`src/rtl/mulcsa_pkg.sv`:
```
package mulcsa_pkg;

    typedef enum logic {
        STAGE_COMB = 1'b0,
        STAGE_REG  = 1'b1
    } out_mode_e;

    // product width for an operand width
    function automatic int prod_width(input int w);
        return 2 * w;
    endfunction

    // number of 3:2 stages in a linear chain over w rows
    function automatic int csa_count(input int w);
        return (w > 2) ? (w - 2) : 0;
    endfunction

endpackage

```
`src/rtl/pp_grid.sv`:
```
module pp_grid #(
    parameter int W  = 8,
    parameter int PW = 2 * W
) (
    input  logic [W-1:0]          op_a,
    input  logic [W-1:0]          op_b,
    output logic [W-1:0][PW-1:0]  rows
);
    for (genvar j = 0; j < W; j++) begin : g_row
        logic [W-1:0] gated;
        assign gated   = op_a & {W{op_b[j]}};
        assign rows[j] = {{(PW-W){1'b0}}, gated} << j;
    end
endmodule

```
`src/rtl/csa_stage.sv`:
```
module csa_stage #(
    parameter int PW = 16
) (
    input  logic [PW-1:0] x,
    input  logic [PW-1:0] y,
    input  logic [PW-1:0] z,
    output logic [PW-1:0] sum,
    output logic [PW-1:0] carry_sh
);
    logic [PW-2:0] maj;

    always_comb begin
        sum      = x ^ y ^ z;
        maj      = (x[PW-2:0] & y[PW-2:0]) |
                   (x[PW-2:0] & z[PW-2:0]) |
                   (y[PW-2:0] & z[PW-2:0]);
        carry_sh = {maj, 1'b0};
    end
endmodule

```
`src/rtl/cpa_final.sv`:
```
module cpa_final #(
    parameter int PW = 16
) (
    input  logic [PW-1:0] s_in,
    input  logic [PW-1:0] c_in,
    output logic [PW-1:0] total
);
    assign total = s_in + c_in;
endmodule

```
`src/rtl/csa_array_mult.sv`:
```
module csa_array_mult
    import mulcsa_pkg::*;
#(
    parameter int        W    = 8,
    parameter out_mode_e MODE = STAGE_REG
) (
    input  logic                       clk,
    input  logic                       rst,
    input  logic [W-1:0]               op_a,
    input  logic [W-1:0]               op_b,
    output logic [prod_width(W)-1:0]   product
);
    localparam int PW     = prod_width(W);
    localparam int NSTAGE = csa_count(W);

    typedef struct packed {
        logic [PW-1:0] sum;
        logic [PW-1:0] carry;
    } cs_pair_t;

    logic [W-1:0][PW-1:0] rows;
    cs_pair_t             chain [0:NSTAGE];
    logic [PW-1:0]        merged;

    pp_grid #(.W(W), .PW(PW)) u_grid (
        .op_a (op_a),
        .op_b (op_b),
        .rows (rows)
    );

    assign chain[0].sum   = rows[0];
    assign chain[0].carry = rows[1];

    for (genvar k = 0; k < NSTAGE; k++) begin : g_stage
        csa_stage #(.PW(PW)) u_csa (
            .x        (chain[k].sum),
            .y        (chain[k].carry),
            .z        (rows[k+2]),
            .sum      (chain[k+1].sum),
            .carry_sh (chain[k+1].carry)
        );
    end

    cpa_final #(.PW(PW)) u_cpa (
        .s_in  (chain[NSTAGE].sum),
        .c_in  (chain[NSTAGE].carry),
        .total (merged)
    );

    if (MODE == STAGE_REG) begin : g_reg
        always_ff @(posedge clk) begin
            if (rst) product <= '0;
            else     product <= merged;
        end
    end else begin : g_comb
        assign product = merged;
    end
endmodule

```
`config.mk`:
```
export PLATFORM = sky130hd
export DESIGN_NAME = csa_array_mult
export DESIGN_NICKNAME = d
export VERILOG_FILES = /design/src/rtl/mulcsa_pkg.sv /design/src/rtl/pp_grid.sv /design/src/rtl/csa_stage.sv /design/src/rtl/cpa_final.sv /design/src/rtl/csa_array_mult.sv
export SDC_FILE = /design/constraint.sdc
export NUM_CORES = 1
export LEC_CHECK = 0
export ABC_AREA = 1
export CORE_MARGIN = 2
export CORE_UTILIZATION = 55
export DETAILED_ROUTE_END_ITERATION = 6
export MAX_ROUTING_LAYER = met4
export PLACE_DENSITY = 0.8
export SYNTH_ARGS = -nofsm -noshare
export SYNTH_HDL_FRONTEND = slang
export SYNTH_SLANG_ARGS = --single-unit
```
`constraint.sdc`:
```
create_clock -name clk -period 9.2 [get_ports clk]
set_input_delay 2.76 -clock clk [delete_from_list [all_inputs] [get_ports clk]]
set_output_delay 2.76 -clock clk [all_outputs]
set_load 0.005 [all_outputs]
```
==> flow_summary.yaml, run 1 <==
outcome:
  status: "complete, no violations"
floorplan:
  die_x_um: 66.1
  start_util: 0.575
  core_area_mm2: 0.00369
  die_h_um: 66.1
  rows: 22
  ios: 34
  dieArea_mm2: 0.00437
routing:
  wire_per_inst_um: 10.7
  drc: 0
  first_pass_iters: 4
  drt_iter0_markers: 52
  wl_mm: 3.55
  wl_met3_um: 113
  via_per_inst: 4.90
  via_count: 1632
  highest_layer: "met4"
  met1_length_mm: 1.63
  met2_length_mm: 1.77
  postRouteAntennaNets: 0
final_layout:
  final_core_util: 0.678
  finalNetCount: 361
  largestRegisters: "product (16)"
  areaGrowthSynthToFinish_pct: 18.0
  final_cells: 333
  drive_gt1_frac: 0.0386
  largest-register: "product"
  diodes: 0
  largest_reg_flops: 16
sta:
  fmax_mhz: 136
  finalSetupTns_ns: 0
  slew_headroom: 0.692
  slew_viol_final: 0
  worst_pin_slew_ns: 0.461
  setup_violations: 0
  post-route-period-util: 0.800
  hold_ws_ns: 3.26
  fin_crit_ns: 7.36
  rsz0062_at_grt: "false"
  hold_viol_final: 0
pwr:
  cellPowerDensity_mw_per_mm2: 210
  power_leakage_uw: 0.00129
  vdd_drop_max_v: 0.000107
  power_uw: 524
clock_tree:
  root_buffer: "clkbuf_8"
  cts_tree: "built"
  postCtsSetupRepairBufs: 0
  cts_sinks: 16
  clkTransAtPathRegs_ns: 0.07
  clk_path_buf_depth: 2
  postCtsResizedCells: 0
  hold_buffers: 0
  cts_buffers: 3
  cts_max_level: 1
yosys:
  synth_fp_nets: 340
  synth_area_leaders: "fa_1 40%, dfxtp_1 15%, nand2_1 15%"
  synth.avg_cell_area_um2: 8.00
  synth-seq-cells: 16
  yosysTopAreaCellShare: 0.397
  yosys_warnings: 0
  yosys.cell_types.count: 14
  seq_area_frac_synth: 0.151
  syn_inst: 265
  syn_area_mm2: 0.00212
  synth_largest_area_cell: "fa_1"
global_routing:
  antenna_found_initial: 0
  track_usage: 0.196
  globalRouteOverflowTotal: 0
  grt_pass1_wl_mm: 6.57
  grt_pass1_vias: 1633
  grt_max_degree: 12
worst_setup_path:
  cp.required_ns: 9.32
  slowest_delay_ns: 0.63
  cp_common_cell: "fa_1"
  start_kind: "input port"
  critPathCaptureType: "flip-flop"
  path_class: "input port to flip-flop"
  cp_cell_sequence: "clkdlybuf4s50_1 > nand2_1 > fa_1 > fa_1 > fa_1 > fa_1 > fa_1 > fa_1 > inv_1 > ha_1 > fa_1 > nand2_2 > nand2_2 > nand3_2 > nand2_1 > nand2_1 > a21oi_2"
  crit_slowest_cell: "clkdlybuf4s50_1"
  worst_ep_arrival_time_ns: 7.48
  worst-path-max-fanout: 8
placement:
  dpl.cell_count: 329
  finalWeightedCongestion: 0.840
  dpl.hpwl_mm: 3.01
  portBuffers: 33
min_path:
  hold_path.class: "input port to flip-flop"
job:
  maxCapViolCount: 0
[critical path, delay by kind of cell]
family	cells	cell delay (ns)
and+or+nand+nor	6	0.50
AOI/OAI and AO/OA	1	0.05
buffers and inverters	2	0.67
adders and majority gates	8	3.50
[report_power, final]
group          total (µW)  internal (µW)  leakage (µW)  switching, µW
clock network        62.8           38.0     0.0000288           24.8
registers            95.8           91.4      0.000133           4.34
logic                 366            170       0.00112            195
total                 524            300       0.00129            224
[Yosys cell counts]
library cell / n
fa_1: 42
clkbuf_1: 17
dfxtp_1: 16
a21oi_2: 1
nand3_1: 4
o21ai_0: 1
nand2_1: 82
a21oi_1: 8
nand3_2: 3
ha_1: 15
or2_4: 1
inv_1: 56
nor2_1: 17
nand2_2: 2
[kinds of logic after synthesis]
| kind of cell | after synthesis | share of synthesized area |
|---|---|---|
| compound gates | 10 | 0.0254 |
| flops | 16 | 0.151 |
| simple gates | 109 | 0.209 |
| fa+ha+maj | 57 | 0.485 |
| buf+inv | 73 | 0.129 |
[cell type report]
cell class / count / area, µm²
Tap cell: 48 / 60.1
Clock buffer: 4 / 55.1
Sequential cell: 16 / 320
Inverter: 56 / 210
Timing Repair Buffer: 33 / 330
Fill cell: 321 / 1190
Multi-Input combinational cell: 176 / 1530
[cells in the final DEF, fill, tap and decap left out]
| cell type | instances |
|---|---|
| nand2_2 | 2 |
| dfxtp_1 | 16 |
| a21oi_2 | 1 |
| a21oi_1 | 8 |
| nand2_1 | 82 |
| nand3_2 | 3 |
| inv_1 | 56 |
| clkbuf_8 | 4 |
| clkdlybuf4s50_1 | 33 |
| nor2_1 | 17 |
| nand3_1 | 4 |
| fa_1 | 42 |
| o21ai_0 | 1 |
| ha_1 | 15 |
| or2_4 | 1 |
[through the flow]
stage | setup WS (ns) | cell area, µm²
finish | 1.84 | 2500
global route | 1.63 | 2500
CTS | 1.85 | 2500
detailed placement | 1.60 | 2450
global placement | 1.66 | 2450
floorplan | 2.18 | 2120
[worst paths after layout]
| check | slack, ns | start | endpoint | cells after the start |
|---|---|---|---|---|
| worst max-delay path | 1.84 | op_b[2] | product[15]$_SDFF_PP0_ | 17 |
| worst min-delay path | 3.26 | op_b[0] | product[0]$_SDFF_PP0_ | 3 |
[layer usage]
metal | vias to the layer above | GRT usage
li1 | 797 | -
met1 | 797 | 0.250
met2 | 33 | 0.335
met3 | 5 | 0.0204
met4 | 0 | 0.0536
met5 | - | -
Note: power is estimated with default switching activity, not from simulation.
==> run 2: changes to the inputs <==
==> constraint.sdc (replaced) <==
create_clock -name clk -period 7.1 [get_ports clk]
set_input_delay 2.13 -clock clk [delete_from_list [all_inputs] [get_ports clk]]
set_output_delay 2.13 -clock clk [all_outputs]
set_load 0.005 [all_outputs]
==> flow_summary.yaml, run 2 (same netlist as run 1, synthesis figures left out) <==
pwr:
  power_leakage_uw: 0.00131
  vdd_drop_max_v: 0.000136
  cellPowerDensity_mw_per_mm2: 271
routing:
  postRouteAntennaNets: 0
  drc: 0
  first_pass_iters: 4
  drt_iter0_markers: 44
  via_count: 1646
  wl_mm: 3.72
  wire_per_inst_um: 11.0
  via_per_inst: 4.88
worst_setup_path:
  cp_cell_sequence: "clkdlybuf4s50_1 > nand2_1 > fa_1 > fa_1 > fa_1 > fa_1 > fa_1 > fa_1 > inv_1 > ha_1 > fa_1 > nand2_2 > nand2_2 > nand3_2 > nand2_1 > nand2_1 > a21oi_2"
  critPathTopFamily: "adder cells"
  crit_start: "op_a[4]"
  crit_path_end: "product[15]$_SDFF_PP0_"
  crit_cells: 17
  worst_ep_arrival_time_ns: 6.89
  cp_common_cell: "fa_1"
  slowest_delay_ns: 0.65
  start_kind: "input port"
  path_buf_inv: 2
  path_class: "input port to flip-flop"
  critPathCaptureType: "flip-flop"
  crit_slowest_cell: "clkdlybuf4s50_1"
  worst-path-max-fanout: 8
  cp.required_ns: 7.23
global_routing:
  grt_pass1_vias: 1735
  antenna_found_initial: 0
  track_usage: 0.210
  grt_pass1_wl_mm: 6.98
  grt_max_degree: 12
  globalRouteOverflowTotal: 0
clock_tree:
  postCtsSetupRepairBufs: 0
  cts_tree: "built"
  hold_buffers: 0
  postCtsResizedCells: 0
  root_buffer: "clkbuf_8"
  cts_buffers: 3
  clkTransAtPathRegs_ns: 0.07
  cts_sinks: 16
  cts_max_level: 1
  clk_path_buf_depth: 2
sta:
  post-route-period-util: 0.952
  finalSetupTns_ns: 0
  hold_viol_final: 0
  slew_headroom: 0.688
  fmax_mhz: 148
  fin_crit_ns: 6.76
  worst_pin_slew_ns: 0.466
  hold_ws_ns: 2.62
  setup_violations: 0
  slew_viol_final: 0
  rsz0062_at_grt: "false"
placement:
  dpl.hpwl_mm: 3.20
  finalWeightedCongestion: 0.795
  portBuffers: 33
floorplan:
  core_area_mm2: 0.00369
  rows: 22
  ios: 34
  dieArea_mm2: 0.00437
  die_x_um: 66.1
  die_h_um: 66.1
  start_util: 0.575
final_layout:
  areaGrowthSynthToFinish_pct: 19.4
  largest-register: "product"
  mostFrequentLayoutCells: "82 x nand2_1, 56 x inv_1, 42 x fa_1"
  fill_cells: 319
  largestRegisters: "product (16)"
  diodes: 0
  drive_gt1_frac: 0.0519
  finalNetCount: 365
  largest_reg_flops: 16
  final_common_cell: "nand2_1"
min_path:
  hold_path.class: "input port to flip-flop"
job:
  maxCapViolCount: 0
outcome:
  status: "complete, no violations"
run 2: cell count changes in the layout (fill, tap and decap cells not counted), sizes merged:
cell,previous run,this run
buf,0,4
run 2: power by group:
part,switching (µW),leakage (µW),total (µW),internal [µW]
Clock,34.0,0.0000288,83.3,49.3
Combinational,254,0.00114,478,223
Sequential,5.98,0.000133,124,118
run 2: stage by stage:
stage / worst slack, ns / utilization / instance area (µm²) / power (µW) / instances
floorplan: 0.709 / - / 2120 / 474 / 265
global placement: 0.199 / 0.671 / 2480 / 587 / 333
detailed placement: 0.0828 / 0.671 / 2480 / 608 / 333
CTS: 0.344 / 0.686 / 2530 / 693 / 337
global route: 0.129 / 0.686 / 2530 / 774 / 337
finish: 0.342 / 0.686 / 2530 / 685 / 337
run 2: final cells by class:
cell class	instances	area [µm²]	share of cell area
multi-input cells	176	1530	0.603
well taps	48	60.1	0.0237
clock buffers	4	55.1	0.0217
inverters	56	210	0.0830
repair buffers	37	360	0.142
flip-flops and latches	16	320	0.127
run 2: worst min-delay path by stage:
stage                                         to  cells after the start                   from
after global placement                product[5]                      1  product[5]$_SDFF_PP0_
after detailed placement              product[3]                      1  product[3]$_SDFF_PP0_
final                      product[0]$_SDFF_PP0_                      3                op_a[0]
after floorplan           product[12]$_SDFF_PP0_                      3                    rst
after global routing       product[0]$_SDFF_PP0_                      3                op_a[0]
after CTS                  product[0]$_SDFF_PP0_                      3                op_b[0]
run 2: routing by layer:
metal	wire [µm]	share of wire	global-route usage
met4	51	0.014	0.0638
met5	0	0	-
met2	1960	0.53	0.371
met1	1580	0.43	0.255
met3	130	0.035	0.0187
